==> src/rtl/spwm3l_pkg.sv <==
package spwm3l_pkg;

  localparam int NPH = 3;

  // gate bit offsets inside one leg
  localparam int G_OUT_HI = 0;
  localparam int G_IN_HI  = 1;
  localparam int G_OUT_LO = 2;
  localparam int G_IN_LO  = 3;

  typedef enum logic [1:0] {
    LVL_NEG = 2'b11,
    LVL_MID = 2'b00,
    LVL_POS = 2'b01
  } lvl_e;

  function automatic lvl_e lvl_encode(input logic outer_on, input logic inner_on);
    if (outer_on && inner_on) return LVL_POS;
    else if (inner_on)        return LVL_MID;
    else                      return LVL_NEG;
  endfunction

endpackage

==> src/rtl/spwm3l_carrier.sv <==
module spwm3l_carrier #(
  parameter int CAR_W = 12
) (
  input  logic             clk_i,
  input  logic             rst_ni,
  input  logic [CAR_W-1:0] peak_i,
  output logic [CAR_W-1:0] cnt_o
);

  localparam logic [CAR_W-1:0] ONE = CAR_W'(1);

  logic             up_q;
  logic [CAR_W-1:0] cnt_q;

  always_ff @(posedge clk_i or negedge rst_ni) begin
    if (!rst_ni) begin
      cnt_q <= '0;
      up_q  <= 1'b1;
    end else if (peak_i == '0) begin
      cnt_q <= '0;
      up_q  <= 1'b1;
    end else if (up_q) begin
      if (cnt_q >= peak_i) begin
        up_q  <= 1'b0;
        cnt_q <= cnt_q - ONE;
      end else begin
        cnt_q <= cnt_q + ONE;
      end
    end else begin
      if (cnt_q == '0) begin
        up_q  <= 1'b1;
        cnt_q <= ONE;
      end else begin
        cnt_q <= cnt_q - ONE;
      end
    end
  end

  assign cnt_o = cnt_q;

endmodule

==> src/rtl/spwm3l_ref.sv <==
module spwm3l_ref #(
  parameter int               ACC_W  = 16,
  parameter int               SIN_AW = 8,
  parameter int               SIN_W  = 12,
  parameter int               CAR_W  = 12,
  parameter int               MI_W   = 8,
  parameter logic [ACC_W-1:0] OFFSET = '0
) (
  input  logic                    clk_i,
  input  logic                    rst_ni,
  input  logic [ACC_W-1:0]        acc_i,
  input  logic [MI_W-1:0]         mi_i,
  input  logic [CAR_W-1:0]        peak_i,
  output logic signed [CAR_W:0]   ref_o
);

  localparam int H      = SIN_AW - 1;        // bits inside a half wave
  localparam int SQ_W   = 2 * H + 2;
  localparam int BIG_W  = SQ_W + SIN_W;
  localparam int FS     = (1 << (SIN_W - 1)) - 1;
  localparam int PW     = SIN_W + MI_W + 1;
  localparam int FRAC   = MI_W - 1;

  logic [ACC_W-1:0]         ph;
  logic [SIN_AW-1:0]        idx;
  logic [SQ_W-1:0]          sq;
  logic [BIG_W-1:0]         big;
  logic [BIG_W-1:0]         shifted;
  logic signed [SIN_W-1:0]  sin_s;
  logic signed [PW-1:0]     prod;
  logic signed [PW-1:0]     scaled;
  logic signed [PW-1:0]     pk;
  logic signed [PW-1:0]     clipped;

  assign ph  = acc_i + OFFSET;
  assign idx = ph[ACC_W-1 -: SIN_AW];

  // half wave approximated by 4x(1-x), full scale FS
  always_comb begin
    sq      = SQ_W'(idx[H-1:0]) * (SQ_W'(1 << H) - SQ_W'(idx[H-1:0]));
    big     = BIG_W'(sq) * BIG_W'(FS);
    shifted = big >> (2 * H - 2);
    if (idx[H]) sin_s = -$signed({1'b0, shifted[SIN_W-2:0]});
    else        sin_s =  $signed({1'b0, shifted[SIN_W-2:0]});
  end

  always_comb begin
    prod   = PW'(sin_s) * $signed(PW'(mi_i));
    scaled = prod >>> FRAC;
    pk     = $signed(PW'(peak_i));
    if (scaled > pk)       clipped = pk;
    else if (scaled < -pk) clipped = -pk;
    else                   clipped = scaled;
  end

  always_ff @(posedge clk_i or negedge rst_ni) begin
    if (!rst_ni) ref_o <= '0;
    else         ref_o <= clipped[CAR_W:0];
  end

endmodule

==> src/rtl/spwm3l_deadtime.sv <==
module spwm3l_deadtime #(
  parameter int DT_W = 6
) (
  input  logic            clk_i,
  input  logic            rst_ni,
  input  logic            cmd_i,
  input  logic [DT_W-1:0] dt_i,
  output logic            hi_o,
  output logic            lo_o
);

  localparam logic [DT_W-1:0] ONE = DT_W'(1);

  logic            prev_q;
  logic            arm_q;
  logic [DT_W-1:0] cnt_q;
  logic            settled;

  always_ff @(posedge clk_i or negedge rst_ni) begin
    if (!rst_ni) begin
      prev_q <= 1'b0;
      arm_q  <= 1'b0;
      cnt_q  <= '0;
    end else begin
      arm_q  <= 1'b1;
      prev_q <= cmd_i;
      if (cmd_i != prev_q)  cnt_q <= '0;
      else if (cnt_q != '1) cnt_q <= cnt_q + ONE;
    end
  end

  assign settled = arm_q && (cnt_q >= dt_i);
  assign hi_o    = settled && prev_q;
  assign lo_o    = settled && !prev_q;

endmodule

==> src/rtl/spwm3l_gen.sv <==
module spwm3l_gen
  import spwm3l_pkg::*;
#(
  parameter int ACC_W  = 16,
  parameter int SIN_AW = 8,
  parameter int SIN_W  = 12,
  parameter int CAR_W  = 12,
  parameter int MI_W   = 8,
  parameter int DT_W   = 6
) (
  input  logic               clk_i,
  input  logic               rst_ni,
  input  logic [ACC_W-1:0]   ftw_i,
  input  logic [CAR_W-1:0]   car_peak_i,
  input  logic [MI_W-1:0]    mod_idx_i,
  input  logic [DT_W-1:0]    dead_i,
  output logic [4*NPH-1:0]   gate_o,
  output logic [2*NPH-1:0]   level_o,
  output logic [2:0]         cm_sum_o
);

  localparam int RW = CAR_W + 1;   // reference width
  localparam int CW = CAR_W + 2;   // comparison width

  logic [ACC_W-1:0]      acc_q;
  logic [CAR_W-1:0]      car_cnt;
  logic [NPH*RW-1:0]     ref_pk;
  logic signed [CW-1:0]  up_s;
  logic signed [CW-1:0]  low_s;

  always_ff @(posedge clk_i or negedge rst_ni) begin
    if (!rst_ni) acc_q <= '0;
    else         acc_q <= acc_q + ftw_i;
  end

  spwm3l_carrier #(.CAR_W(CAR_W)) u_carrier (
    .clk_i  (clk_i),
    .rst_ni (rst_ni),
    .peak_i (car_peak_i),
    .cnt_o  (car_cnt)
  );

  assign up_s  = $signed({2'b00, car_cnt});
  assign low_s = up_s - $signed({2'b00, car_peak_i});

  for (genvar p = 0; p < NPH; p++) begin : g_leg
    localparam logic [ACC_W-1:0] OFF = ACC_W'(((64'd1 << ACC_W) * 64'(p)) / 64'd3);

    logic signed [RW-1:0] ref_q;
    logic                 out_cmd_q;
    logic                 in_cmd_q;

    spwm3l_ref #(
      .ACC_W (ACC_W), .SIN_AW(SIN_AW), .SIN_W(SIN_W),
      .CAR_W (CAR_W), .MI_W  (MI_W),   .OFFSET(OFF)
    ) u_ref (
      .clk_i  (clk_i),
      .rst_ni (rst_ni),
      .acc_i  (acc_q),
      .mi_i   (mod_idx_i),
      .peak_i (car_peak_i),
      .ref_o  (ref_q)
    );

    assign ref_pk[p*RW +: RW] = ref_q;

    always_ff @(posedge clk_i or negedge rst_ni) begin
      if (!rst_ni) begin
        out_cmd_q <= 1'b0;
        in_cmd_q  <= 1'b0;
      end else begin
        out_cmd_q <= $signed({ref_q[RW-1], ref_q}) > up_s;
        in_cmd_q  <= $signed({ref_q[RW-1], ref_q}) > low_s;
      end
    end

    spwm3l_deadtime #(.DT_W(DT_W)) u_dt_out (
      .clk_i  (clk_i),
      .rst_ni (rst_ni),
      .cmd_i  (out_cmd_q),
      .dt_i   (dead_i),
      .hi_o   (gate_o[4*p + G_OUT_HI]),
      .lo_o   (gate_o[4*p + G_OUT_LO])
    );

    spwm3l_deadtime #(.DT_W(DT_W)) u_dt_in (
      .clk_i  (clk_i),
      .rst_ni (rst_ni),
      .cmd_i  (in_cmd_q),
      .dt_i   (dead_i),
      .hi_o   (gate_o[4*p + G_IN_HI]),
      .lo_o   (gate_o[4*p + G_IN_LO])
    );

    assign level_o[2*p +: 2] = lvl_encode(out_cmd_q, in_cmd_q);
  end

  always_comb begin
    cm_sum_o = '0;
    for (int p = 0; p < NPH; p++) begin
      cm_sum_o = cm_sum_o + {level_o[2*p+1], level_o[2*p +: 2]};
    end
  end

endmodule

==> config.mk <==
export PLATFORM = sky130hd
export DESIGN_NAME = spwm3l_gen
export DESIGN_NICKNAME = d
export VERILOG_FILES = /design/src/rtl/spwm3l_pkg.sv /design/src/rtl/spwm3l_carrier.sv /design/src/rtl/spwm3l_ref.sv /design/src/rtl/spwm3l_deadtime.sv /design/src/rtl/spwm3l_gen.sv
export SDC_FILE = /design/constraint.sdc
export NUM_CORES = 2
export LEC_CHECK = 0
export ABC_CLOCK_PERIOD_IN_PS = 22900
export BUFFER_PORTS_ARGS = -buffer_cell sky130_fd_sc_hd__buf_4
export CORE_ASPECT_RATIO = 1.75
export CORE_MARGIN = 5
export CORE_UTILIZATION = 49
export CTS_CLUSTER_SIZE = 12
export DETAILED_ROUTE_END_ITERATION = 16
export HOLD_SLACK_MARGIN = 0.03
export PLACE_DENSITY = 0.73
export SYNTH_ARGS = -nofsm -noshare
export SYNTH_HDL_FRONTEND = slang
export SYNTH_SLANG_ARGS = --single-unit
==> constraint.sdc <==
create_clock -name clk_i -period 22.9 [get_ports clk_i]
set_clock_uncertainty 0.2 [all_clocks]
set_input_delay 3.435 -clock clk_i [delete_from_list [all_inputs] [get_ports clk_i]]
set_output_delay 3.435 -clock clk_i [all_outputs]
set_load 0.01 [all_outputs]
## Word level (Yosys, flattened, before mapping)

Index checks and enable logic that the tools add are counted.

- Register bits: 117
- Input port bits: 44
- Output and inout bits: 21
- Logic and storage cells: 156

- $add $sub $neg: 21
- $mul: 9
- $lt $le $gt $ge: 19
- Equality and inequality tests: 12
- Multiplexer cells: 35
- Reduce and logical (&&, ||, !) cells: 35

Operators with widths:

| kind | count |
|---|---|
| $mux 12 | 7 |
| $gt 13x13->1 | 6 |
| $mux 13 | 6 |
| $mux 6 | 12 |
| $mul 16x11->23 const B | 3 |
| $lt 14x21->1 | 3 |
| $mul 12x9->21 | 3 |
| $mul 7x16->16 | 3 |
| $gt 14x13->1 | 3 |
| $add 6x1->6 const B | 6 |
| $ge 6x6->1 | 6 |
| $ne 6x6->1 const B | 6 |
| $neg 11->12 | 3 |
| $sub 8x7->9 const A | 3 |
| $logic_not 12->1 | 2 |
| $logic_and 1x1->1 | 21 |
| $neg 12->21 | 1 |
| $add 16x15->16 const B | 1 |
| $add 16x16->16 | 1 |
| $add 16x16->16 const B | 1 |
| $sub 12x12->13 | 1 |
| $add 12x1->12 const B | 1 |
| $ge 12x12->1 | 1 |
| $mux 2 | 6 |
| other kinds (7) | 25 |

## Longest topological paths before layout

- Depth in word-level cells: 10
- Depth in mapped cells: 79
- Depth with buffers taken out: 78

## Modules after synthesis

A second synthesis with hierarchy kept.

- Cells, all modules: 4768
- Area total of the unflattened synthesis: 41655.0 sq um

Modules (own cells, without submodules):

| module | instances | cells an instance | area an instance (sq um) | sequential area each (sq um) |
|---|---|---|---|---|
| spwm3l_ref (g_leg[0].u_ref) | 1 | 1335 | 11534.8 | 325.3 |
| spwm3l_ref (g_leg[1].u_ref) | 1 | 1286 | 11124.4 | 325.3 |
| spwm3l_ref (g_leg[2].u_ref) | 1 | 1236 | 10983.0 | 325.3 |
| spwm3l_gen | 1 | 405 | 3595.9 | 550.5 |
| spwm3l_deadtime | 6 | 56 | 518.0 | 200.2 |
| spwm3l_carrier | 1 | 170 | 1308.8 | 326.6 |

## Least setup slack after synthesis

Ideal clock, no wire load.

- Kind: reg2reg
- Start: register acc_q[1]
- End: register g_leg[1].u_ref.ref_o[6]
- Setup time: 0.121 ns
- Arrival time: 17.408 ns
- Required time: 22.579 ns
- Setup slack: 5.171 ns
- Cell stages (with the launch flop): 72
- Path buffers: 1
- Period minus slack after synthesis: 17.729 ns
- Cell sequence: dfrtp_1 > a21o_1 > a211oi_1 > nor2_1 > xnor2_1 > clkinv_1 > ha_1 > and3_1 > ha_1 > nor2_1 > fa_1 > inv_1 > fa_1 > inv_1 > fa_1 > inv_1 > fa_1 > inv_1 > [36 not listed] > a21o_1 > a21o_1 > a21o_1 > a21oi_1 > nand2b_1 > a31oi_1 > o21ai_1 > nand3b_1 > o21ai_1 > nor2_1 > ha_1 > nand3_1 > o311ai_0 > o21ai_0 > a41oi_1 > clkbuf_1 > o21ai_0 > a22o_1

- Word-level cells in the longest chain between the ends: 10
- Elaborated cells on any way between the ends: 11
- Those cells by class: 3 x add/sub; 3 x mul; 2 x order compare; 3 x mux

RTL lines:

| element | RTL line | RTL |
|---|---|---|
| start, declared | spwm3l_gen.sv:25 | `logic [ACC_W-1:0] acc_q;` |
| start signal, assigned | spwm3l_gen.sv:33 | `else acc_q <= acc_q + ftw_i;` |
| $add 16x15->16 * | spwm3l_ref.sv:35 | `assign ph = acc_i + OFFSET;` |
| $sub 8x7->9 | spwm3l_ref.sv:40 | `sq = SQ_W'(idx[H-1:0]) * (SQ_W'(1 << H) - SQ_W'(idx[H-1:0]));` |
| $mul 7x16->16 | spwm3l_ref.sv:40 |  |
| $mul 16x11->23 | spwm3l_ref.sv:41 | `big = BIG_W'(sq) * BIG_W'(FS);` |
| $neg 11->12 | spwm3l_ref.sv:43 | `if (idx[H]) sin_s = -$signed({1'b0, shifted[SIN_W-2:0]});` |
| $mux 12 * | spwm3l_ref.sv:43 |  |
| $mul 12x9->21 * | spwm3l_ref.sv:48 | `prod = PW'(sin_s) * $signed(PW'(mi_i));` |
| $lt 14x21->1 | spwm3l_ref.sv:52 | `else if (scaled < -pk) clipped = -pk;` |
| $mux 13 | spwm3l_ref.sv:52 |  |
| $mux 13 * | spwm3l_ref.sv:51 | `if (scaled > pk) clipped = pk;` |
| named net g_leg[1].u_ref.clipped[6] | spwm3l_ref.sv:33 | `logic signed [PW-1:0] clipped;` |
| end signal, assigned | spwm3l_ref.sv:58 | `else ref_o <= clipped[CAR_W:0];` |
| end, declared | spwm3l_ref.sv:14 | `output logic signed [CAR_W:0] ref_o` |

Mark *: on every way through the listed nets, which the timed path passes. The rest lies on a longest branch.
A chain may end at the register's enable or synchronous reset.

## Final worst setup path

- Start: register acc_q[2]
- End: register g_leg[1].u_ref.ref_o[6]

The elaborated chain is that of the path after synthesis.

==> flow_summary.json <==
{
  "status": "finished, final reports clean",
  "fin_crit_sh": 0.869,
  "met2_usage": 0.457,
  "area_delta_synth_final_pct": 5.66,
  "wl_per_cell_um": 17.4,
  "vias_per_cell": 5.51,
  "drtPass1Iterations": 8,
  "ctsHoldBuffers": 0,
  "grt_pass1_wl_um": 160000,
  "clkLatencyLatePin_ns": 0.48,
  "synthCells": 4374,
  "cts_buffer_depth": 2,
  "rows": 136,
  "postCtsSetupBuffers": 0,
  "ys.flop_type": "dfrtp_1",
  "first_iter_violations": 1388,
  "yosysTopAreaCellShare": 0.299,
  "synth_area_um2": 38800,
  "arrival_ns": 20.06,
  "critPathRequiredTime_ns": 23.06,
  "critPathMaxFanout": 22,
  "top_usage_layer": "met2",
  "cts_tree": "yes",
  "nFillCells": 7268,
  "synth_area_leaders": "fa_1 (30%), ha_1 (21%), inv_1 (8.8%), dfrtp_1 (7.5%), xnor2_1 (3.7%)",
  "grt_max_degree": 74,
  "critPathKind": "register to register",
  "setup_viol": 0,
  "ys_ff_latch": 117,
  "startpoint_type": "register",
  "grtUsageMet1": 0.227,
  "die_area_um2": 85200,
  "grt_pass1_vias": 33000,
  "async_flop_share": 1.00,
  "layout-drive-gt1-share": 0.0382,
  "seq_area_frac_synth": 0.0754,
  "yosysUniqueCellTypes": 97,
  "fmax_mhz": 50.2,
  "wl_um": 94900,
  "rsz0062_at_grt": "false",
  "core_area_um2": 78600,
  "slew_viol_final": 0,
  "final_cell_mix": "inv_1 (914), ha_1 (641), fa_1 (579)",
  "max_stage_delay_ns": 0.63,
  "min_period_ns": 19.90,
  "floorplan.die.height_um": 382,
  "antenna_left": 0,
  "cts_made_buffers": 17,
  "start_util": 0.494,
  "cp-end-kind": "register",
  "cts_resized": 0,
  "synth_top_area_cell": "fa_1",
  "synth_edf_count": 0,
  "gp_congestion": 0.961,
  "avgSynthCellArea_um2": 8.88,
  "clkSinkCount": 117,
  "maxCapViolations": 0,
  "die_x_um": 223,
  "antenna_found_initial": 4,
  "drc": 0,
  "hpwl_um": 81000,
  "whs_ns": 0.276,
  "io_buffers": 64,
  "relSlewSlack": 0.206,
  "hold_viol": 0,
  "tightestPinTransition_ns": 1.19,
  "mostFrequentLayoutCell": "inv_1",
  "cp_slowest_cell": "a41oi_2",
  "cts_max_level": 4,
  "via_count": 30100,
  "overflow": 0,
  "yosysWarnings": 0,
  "setup_tns_ns": 0,
  "gr-usage-all-layers": 0.229,
  "nets": 5674,
  "min_path_type": "register to register",
  "cts-root-buf": "clkbuf_16",
  "clk_pin_slew_ns": 0.10,
  "use_met3": 0.0211,
  "finalWorstSetupSlack_ns": 3.00,
  "ios": 65,
  "dpl_worst_slack_ns": 2.97
}
[synthesized netlist by cell type (14+ instances only)]
cell	number
xnor2_1	166
nor3_1	66
nor2_1	232
buf_2	16
nand2_1	255
or3_1	18
and2_1	163
a21oi_1	173
xor2_1	69
nand3_1	45
and3_1	24
nand2b_1	101
nand4_1	45
a21o_1	78
nor3b_1	18
ha_1	641
a211oi_1	14
o21ai_0	146
mux2i_1	36
dfrtp_1	116
clkbuf_1	49
fa_1	579
o21a_1	64
nor2b_1	74
inv_1	914
a31oi_1	27
buf_4	14
[critical path, delay by kind of cell, from the launching register on]
kind                     cells  cell delay (ns)
adder cells (fa/ha/maj)     18             8.41
AO/OA/AOI/OAI               23             5.22
XOR/XNOR                     3             1.55
buffers and inverters       13             1.09
AND/OR/NAND/NOR             14             2.37
multiplexers                 1             0.50
flip-flops                   1             0.41
[through the flow]
step                      cells   util  area [µm²]
after floorplan            4397      -       38900
after global placement     5426  0.514       40400
after detailed placement   5426  0.514       40400
after CTS                  5458  0.522       41000
after global routing       5459  0.522       41000
final                      5461  0.522       41000
[routing by layer]
metal / vias to the layer above / routed length, µm
li1: 14100 / -
met1: 14900 / 32800
met2: 728 / 53000
met3: 334 / 2940
met4: 2 / 6150
met5: - / 7
[flip-flops by register name, summed over array words and instances (netlist names)]
register	count
g_leg.in_cmd_q	3
u_carrier.cnt_o	12
g_leg.u_dt_out.prev_q	3
g_leg.u_dt_out.cnt_q	18
g_leg.out_cmd_q	3
g_leg.u_dt_in.prev_q	3
g_leg.u_ref.ref_o	39
g_leg.u_dt_in.cnt_q	18
g_leg.u_dt_in.arm_q	1
acc_q	16
u_carrier.up_q	1
[cells by family (layout without fill, tap and decap cells)]
group / after synthesis / count (layout) / share of synthesized area
fa+ha+maj: 1220 / 1220 / 0.505
simple gates: 1095 / 1095 / 0.144
buf+inv: 1003 / 1029 / 0.0992
compound gates: 657 / 657 / 0.110
xor+xnor: 240 / 240 / 0.0553
flops: 117 / 117 / 0.0754
mux: 40 / 40 / 0.0105
other cells: 2 / 28 / 0.000193
[final cells by class]
class / count / area [µm²] / share of cell area
antenna: 3 / 7.51 / 0.000183
clock buffer: 17 / 425 / 0.0104
clock inverter: 15 / 181 / 0.00442
inverter: 917 / 3440 / 0.0839
multi-input combinational: 3277 / 32100 / 0.784
sequential: 117 / 2930 / 0.0714
tap: 1035 / 1290 / 0.0316
timing repair buffer: 80 / 601 / 0.0146
[path summary, 6_finish.rpt]
kind	from	end	slack [ns]	cells past startpoint
setup / recovery	acc_q[2]	g_leg[1].u_ref.ref_o[6]	3.00	72
hold / removal	g_leg[2].out_cmd_q	g_leg[2].u_dt_out.prev_q	0.28	0
setup reg to reg	acc_q[2]	g_leg[1].u_ref.ref_o[6]	3.00	72
hold reg to reg	g_leg[2].out_cmd_q	g_leg[2].u_dt_out.prev_q	0.28	0
max in group asynchronous	rst_ni	acc_q[12]	18.28	2
min in group asynchronous	rst_ni	g_leg[2].u_dt_in.cnt_q[3]	2.95	1
Power is not shown: default switching activity piles up to over one toggle a cycle in this logic, so the estimate is an artifact.
